==> config.mk <==
export PLATFORM = sky130hd
export DESIGN_NAME = bankmap_top
export DESIGN_NICKNAME = d
export VERILOG_FILES = /design/src/rtl/bankmap_pkg.sv /design/src/rtl/bankmap_decode.sv /design/src/rtl/bankmap_regfile.sv /design/src/rtl/bankmap_ram.sv /design/src/rtl/bankmap_top.sv
export SDC_FILE = /design/constraint.sdc
export NUM_CORES = 2
export LEC_CHECK = 0
export BUFFER_PORTS_ARGS = -buffer_cell sky130_fd_sc_hd__buf_2
export CAP_MARGIN = 20
export CELL_PAD_IN_SITES_DETAIL_PLACEMENT = 0
export CELL_PAD_IN_SITES_GLOBAL_PLACEMENT = 1
export CORE_ASPECT_RATIO = 1.4
export CORE_UTILIZATION = 45
export CTS_CLUSTER_SIZE = 16
export DETAILED_ROUTE_END_ITERATION = 6
export PLACE_DENSITY_LB_ADDON = 0.1
export SLEW_MARGIN = 10
export SYNTH_ARGS = -nofsm -noshare
export SYNTH_HDL_FRONTEND = slang
export SYNTH_MEMORY_MAX_BITS = 65536
export SYNTH_SLANG_ARGS = --single-unit
==> constraint.sdc <==
create_clock -name clk -period 3.5 [get_ports clk]
set_clock_uncertainty 0.1 [all_clocks]
set_input_delay 0.175 -clock clk [delete_from_list [all_inputs] [get_ports clk]]
set_output_delay 0.175 -clock clk [all_outputs]
set_load 0.005 [all_outputs]
==> src/rtl/bankmap_pkg.sv <==
package bankmap_pkg;

    localparam int DATA_W   = 8;
    localparam int RF_DEPTH = 16;

    typedef logic [DATA_W-1:0] byte_t;

    localparam byte_t GUARD_LO  = 8'h70;
    localparam byte_t HOLE_A_HI = 8'h8F;
    localparam byte_t HOLE_B_LO = 8'hE0;
    localparam byte_t HOLE_B_HI = 8'hE8;
    localparam byte_t RF_LO     = 8'hF0;
    localparam byte_t ALL_ONES  = 8'hFF;

    localparam int IDX_X   = 12;
    localparam int IDX_SP  = 13;
    localparam int IDX_B   = 14;
    localparam int IDX_SEG = 15;

    typedef enum logic [2:0] {
        TGT_RAM,
        TGT_GUARD,
        TGT_VOID,
        TGT_ZERO,
        TGT_PERIPH,
        TGT_REGS
    } tgt_e;

    typedef struct packed {
        tgt_e       tgt;
        byte_t      bank;
        logic [6:0] offs;
        logic [3:0] ridx;
    } route_t;

    function automatic tgt_e classify_upper(input byte_t a);
        if (a >= RF_LO)                         return TGT_REGS;
        if (a <= HOLE_A_HI)                     return TGT_ZERO;
        if (a >= HOLE_B_LO && a <= HOLE_B_HI)   return TGT_ZERO;
        return TGT_PERIPH;
    endfunction

endpackage

==> src/rtl/bankmap_decode.sv <==
module bankmap_decode
    import bankmap_pkg::*;
#(
    parameter int NUM_BANKS = 4
) (
    input  byte_t  addr,
    input  logic   stack,
    input  logic   bank_en,
    input  byte_t  seg,
    output route_t route
);

    always_comb begin
        route      = '0;
        route.offs = addr[6:0];
        route.ridx = addr[3:0];
        if (!addr[7]) begin
            route.bank = (stack || !bank_en) ? '0 : seg;
            if (route.bank == '0 && addr >= GUARD_LO)
                route.tgt = TGT_GUARD;
            else if (int'(route.bank) >= NUM_BANKS)
                route.tgt = TGT_VOID;
            else
                route.tgt = TGT_RAM;
        end else begin
            route.tgt = classify_upper(addr);
        end
    end

endmodule

==> src/rtl/bankmap_regfile.sv <==
module bankmap_regfile
    import bankmap_pkg::*;
(
    input  logic       clk,
    input  logic       rst,
    input  logic       we,
    input  logic [3:0] idx,
    input  byte_t      wdata,
    output byte_t      rdata,
    output byte_t      r_x,
    output byte_t      r_sp,
    output byte_t      r_b,
    output byte_t      r_seg
);

    byte_t regs [RF_DEPTH];

    always_ff @(posedge clk) begin
        if (rst) begin
            for (int i = 0; i < RF_DEPTH; i++) regs[i] <= '0;
        end else if (we) begin
            regs[idx] <= wdata;
        end
    end

    assign rdata = regs[idx];
    assign r_x   = regs[IDX_X];
    assign r_sp  = regs[IDX_SP];
    assign r_b   = regs[IDX_B];
    assign r_seg = regs[IDX_SEG];

endmodule

==> src/rtl/bankmap_ram.sv <==
module bankmap_ram
    import bankmap_pkg::*;
#(
    parameter int NUM_BANKS = 4
) (
    input  logic       clk,
    input  logic       we,
    input  byte_t      bank,
    input  logic [6:0] offs,
    input  byte_t      wdata,
    output byte_t      rdata
);

    localparam int BANK_W = (NUM_BANKS > 1) ? $clog2(NUM_BANKS) : 1;
    localparam int IDX_W  = BANK_W + 7;
    localparam int DEPTH  = NUM_BANKS * 128;

    byte_t             mem [DEPTH];
    logic [IDX_W-1:0]  idx;
    logic [BANK_W-1:0] bsel;

    assign bsel = BANK_W'(bank);
    assign idx  = {bsel, offs};

    always_ff @(posedge clk) begin
        if (we) mem[idx] <= wdata;
    end

    assign rdata = mem[idx];

endmodule

==> src/rtl/bankmap_top.sv <==
module bankmap_top
    import bankmap_pkg::*;
#(
    parameter int NUM_BANKS = 4
) (
    input  logic       clk,
    input  logic       rst,
    input  logic       cfg_bank_en,
    input  logic [7:0] cpu_addr,
    input  logic       cpu_stack,
    input  logic       cpu_wr,
    input  logic [7:0] cpu_wdata,
    output logic [7:0] cpu_rdata,
    output logic       per_sel,
    output logic [7:0] per_addr,
    output logic       per_wr,
    output logic [7:0] per_wdata,
    input  logic [7:0] per_rdata,
    output logic [7:0] reg_x,
    output logic [7:0] reg_sp,
    output logic [7:0] reg_b,
    output logic [7:0] reg_seg
);

    route_t route;
    byte_t  ram_rd, rf_rd;
    logic   ram_we, rf_we;

    bankmap_decode #(.NUM_BANKS(NUM_BANKS)) u_decode (
        .addr    (cpu_addr),
        .stack   (cpu_stack),
        .bank_en (cfg_bank_en),
        .seg     (reg_seg),
        .route   (route)
    );

    assign ram_we = cpu_wr && (route.tgt == TGT_RAM);
    assign rf_we  = cpu_wr && (route.tgt == TGT_REGS);

    bankmap_ram #(.NUM_BANKS(NUM_BANKS)) u_ram (
        .clk   (clk),
        .we    (ram_we),
        .bank  (route.bank),
        .offs  (route.offs),
        .wdata (cpu_wdata),
        .rdata (ram_rd)
    );

    bankmap_regfile u_regs (
        .clk   (clk),
        .rst   (rst),
        .we    (rf_we),
        .idx   (route.ridx),
        .wdata (cpu_wdata),
        .rdata (rf_rd),
        .r_x   (reg_x),
        .r_sp  (reg_sp),
        .r_b   (reg_b),
        .r_seg (reg_seg)
    );

    assign per_sel   = (route.tgt == TGT_PERIPH);
    assign per_addr  = cpu_addr;
    assign per_wr    = cpu_wr && per_sel;
    assign per_wdata = cpu_wdata;

    always_comb begin
        unique case (route.tgt)
            TGT_RAM:    cpu_rdata = ram_rd;
            TGT_REGS:   cpu_rdata = rf_rd;
            TGT_PERIPH: cpu_rdata = per_rdata;
            TGT_ZERO:   cpu_rdata = '0;
            default:    cpu_rdata = ALL_ONES;
        endcase
    end

endmodule

==> results.sh <==
export IMPL_die_x_um=515
export IMPL_drt_wirelength_per_cell_um=38.3
export IMPL_ys_seq_area_share_pct=76.3
export IMPL_tightest_slew_ns=1.39
export IMPL_dpl_hpwl_um=405000
export IMPL_run_status="complete, but fails checks"
export IMPL_ant_nets=0
export IMPL_mappedNetlistArea_sq_um=166000
export IMPL_drc=0
export IMPL_setup_tns_ns=-824.57
export IMPL_cp_max_fo=24
export IMPL_crit_required_ns=3.22
export IMPL_worstHoldEndpoint="u_ram.mem[89][0]"
export IMPL_ff2ff_setup_slack_ns=-0.40
export IMPL_cts_max_level=5
export IMPL_avgSynthCellArea_sq_um=21.3
export IMPL_cts_sinks=4208
export IMPL_clk_pin_slew_ns=0.08
export IMPL_r2r_cells=17
export IMPL_layout_common_cells="edfxtp_1 (4,208), buf_4 (1,444), mux4_2 (1,033)"
export IMPL_viasPerCell=6.06
export IMPL_multi_input_area_sq_um=37800
export IMPL_cts_buffers=405
export IMPL_violations="setup timing"
export IMPL_finalNonFillerCells=14987
export IMPL_hold_path_startpoint="cpu_wr"
export IMPL_hold_path_class="input pin to flip-flop"
export IMPL_port_buffers=86
export IMPL_max_freq_ghz=0.217
export IMPL_p_per_area_nw_per_um2=531
export IMPL_worstSetupPathType="flip-flop to output port"
export IMPL_synth_edf_count=4208
export IMPL_timing_rr_start="u_regs.regs[15][7]"
export IMPL_yosys_area_top_type_share_pct=76.3
export IMPL_fin_crit_ns=4.62
export IMPL_syn2layout_area_growth_pct=22.4
export IMPL_wl_um=574000
export IMPL_synth_seq_cells=4208
export IMPL_coreArea_sq_um=366000
export IMPL_relSlewSlack_pct=7.66
export IMPL_rsz0062_at_grt="true"
export IMPL_seqCellArea_sq_um=126000
export IMPL_synth_area_leaders="edfxtp_1 (76%), mux4_2 (14%), mux2i_1 (1.4%), nor2_1 (1.3%), and2_1 (0.54%)"
export IMPL_cts_tree="done"
export IMPL_yosysWarnings=0
export IMPL_cp_start_kind="flip-flop"
export IMPL_start_util_pct=45.2
export IMPL_grt_max_degree=123
export IMPL_cts_root_buffer="clkbuf_16"
export IMPL_leakage_nw=66.9
export IMPL_grt_pass1_vias=91582
export IMPL_track_usage_pct=31.0
export IMPL_vdd_drop_max_v=0.000413
export IMPL_rows=263
export IMPL_mostFrequentLayoutCell="edfxtp_1"
export IMPL_setup_slack_ns=-1.12
export IMPL_min_delay_path_depth=5
export IMPL_fin_util_pct=55.3
export IMPL_dp_slack_ns=-1.18
export IMPL_netlist_instances=7779
export IMPL_grt_pass1_wl_um=778000
export IMPL_setup_violations=3872
export IMPL_drt_pass1_iterations=5
export IMPL_drv_slew=0
export IMPL_async_flop_share_pct=0
export IMPL_drt_iter0_markers=11054
export IMPL_n_fill_cell=28143
export IMPL_grt_antenna_before_repair=29
export IMPL_fin_nets=9757
export IMPL_post_route_cells_drive_above_1_share_pct=38.8
export IMPL_clk_latency_ns=0.94
export IMPL_die_h_um=720
export IMPL_cp_end_kind="output port"
export IMPL_grt_ovfl_total=0
export IMPL_cp_arrival_ns=4.34
export IMPL_fin_crit_sh_pct=132
export IMPL_finalHoldViolations=0
export IMPL_placed_cells_incl_taps=14155
export IMPL_synth_area_leader_cell="edfxtp_1"
export IMPL_die_area_sq_um=370000
export IMPL_maxCapViolations=0
export IMPL_gp_congestion=0.992
export IMPL_cts_max_path_buffers=4
export IMPL_r2r_end="u_ram.mem[405][7]"
export IMPL_io_pins=87
export IMPL_ys_types=96
export IMPL_ys_flop_type="edfxtp_1"
export IMPL_via_count=90838
critical path, cell delays in order (launching register included):
cell and delay (ns):
edfxtp_1 0.44, and4b_2 0.32, nand3_1 0.28, buf_8 0.34, o22ai_1 0.15, a2111oi_2 0.42
nor2_1 0.18, or4_4 0.52, o31ai_4 0.43, buf_6 0.18, buf_6 0.09
cells by family after synthesis:
group / after synthesis / synth area share [%]
compound gates: 541 / 2.35
buf+inv: 524 / 2.18
flops: 4208 / 76.3
mux: 1303 / 15.8
other cells: 1 / 0.00227
simple gates: 1202 / 3.37
metrics by stage:
stage               instance area (sq um)  power [mW]  hold slack (ns)
detailed placement                 186000        63.7            0.499
global placement                   186000        63.6            0.490
finish                             203000         108            0.163
floorplan                          166000        59.5            0.174
CTS                                202000         108           0.0863
global route                       203000         110            0.158
cells in the mapped netlist, drive strengths merged (26+ instances only):
cell type	count
a21oi	57
a22oi	92
clkbuf	187
nor3	72
o21ai	74
a221oi	34
edfxtp	4208
buf	327
mux4	1038
and2	147
a211oi	33
nor2	593
nand2	169
mux2	39
nand3	64
mux2i	226
nand4	26
o22ai	75
state kept, by name, summed over array words and instances, names as in the netlist:
signal,cells
u_ram.mem,4080
u_regs.regs,128
area by class of cell:
| class | count | share of cell area (%) |
|---|---|---|
| Antenna cell | 24 | 0.0296 |
| Clock buffer | 475 | 5.17 |
| Clock inverter | 265 | 1.41 |
| Inverter | 9 | 0.0222 |
| Multi-Input combinational cell | 3158 | 18.7 |
| Sequential cell | 4208 | 62.4 |
| Tap cell | 4902 | 3.03 |
| Timing Repair Buffer | 1946 | 9.27 |
worst max path at each step:
| stage | start | endpoint | slack [ns] | depth (start not counted) |
|---|---|---|---|---|
| finish | u_regs.regs[15][0] | cpu_rdata[2] | -1.12 | 10 |
| global route | u_regs.regs[15][0] | cpu_rdata[2] | -1.17 | 12 |
| CTS | u_regs.regs[15][7] | cpu_rdata[4] | -1.16 | 9 |
| detailed placement | cpu_addr[0] | cpu_rdata[0] | -1.18 | 16 |
| global placement | cpu_addr[1] | cpu_rdata[0] | -1.33 | 15 |
| floorplan | u_regs.regs[15][6] | u_ram.mem[144][0] | 0.30 | 8 |
power by group:
group          switching (mW)  internal, mW
Clock                    19.5          25.3
Combinational            4.48          2.67
Sequential             0.0618          55.6
what timing repair did:
action | in CTS | in global routing
hold buffers | 9 | 0
endpoints found under the hold margin | 1473 | 0
gates resized for setup | 412 | 162
pin swaps | 41 | 29
setup endpoints to repair | 3967 | 3536
gates cloned | 4 | 0
buffers inserted | 41 | 23
per-layer routing:
metal,GRT usage (%),wire (um),up-vias,part of all wire [%]
met5,0,24,-,0.0042
met4,16.3,36100,4,6.3
met3,5.57,45800,1018,8.0
met2,50.4,278000,4302,49
met1,39.7,213000,49210,37
li1,-,-,36304,-
Power figures use the tool's default switching activity.
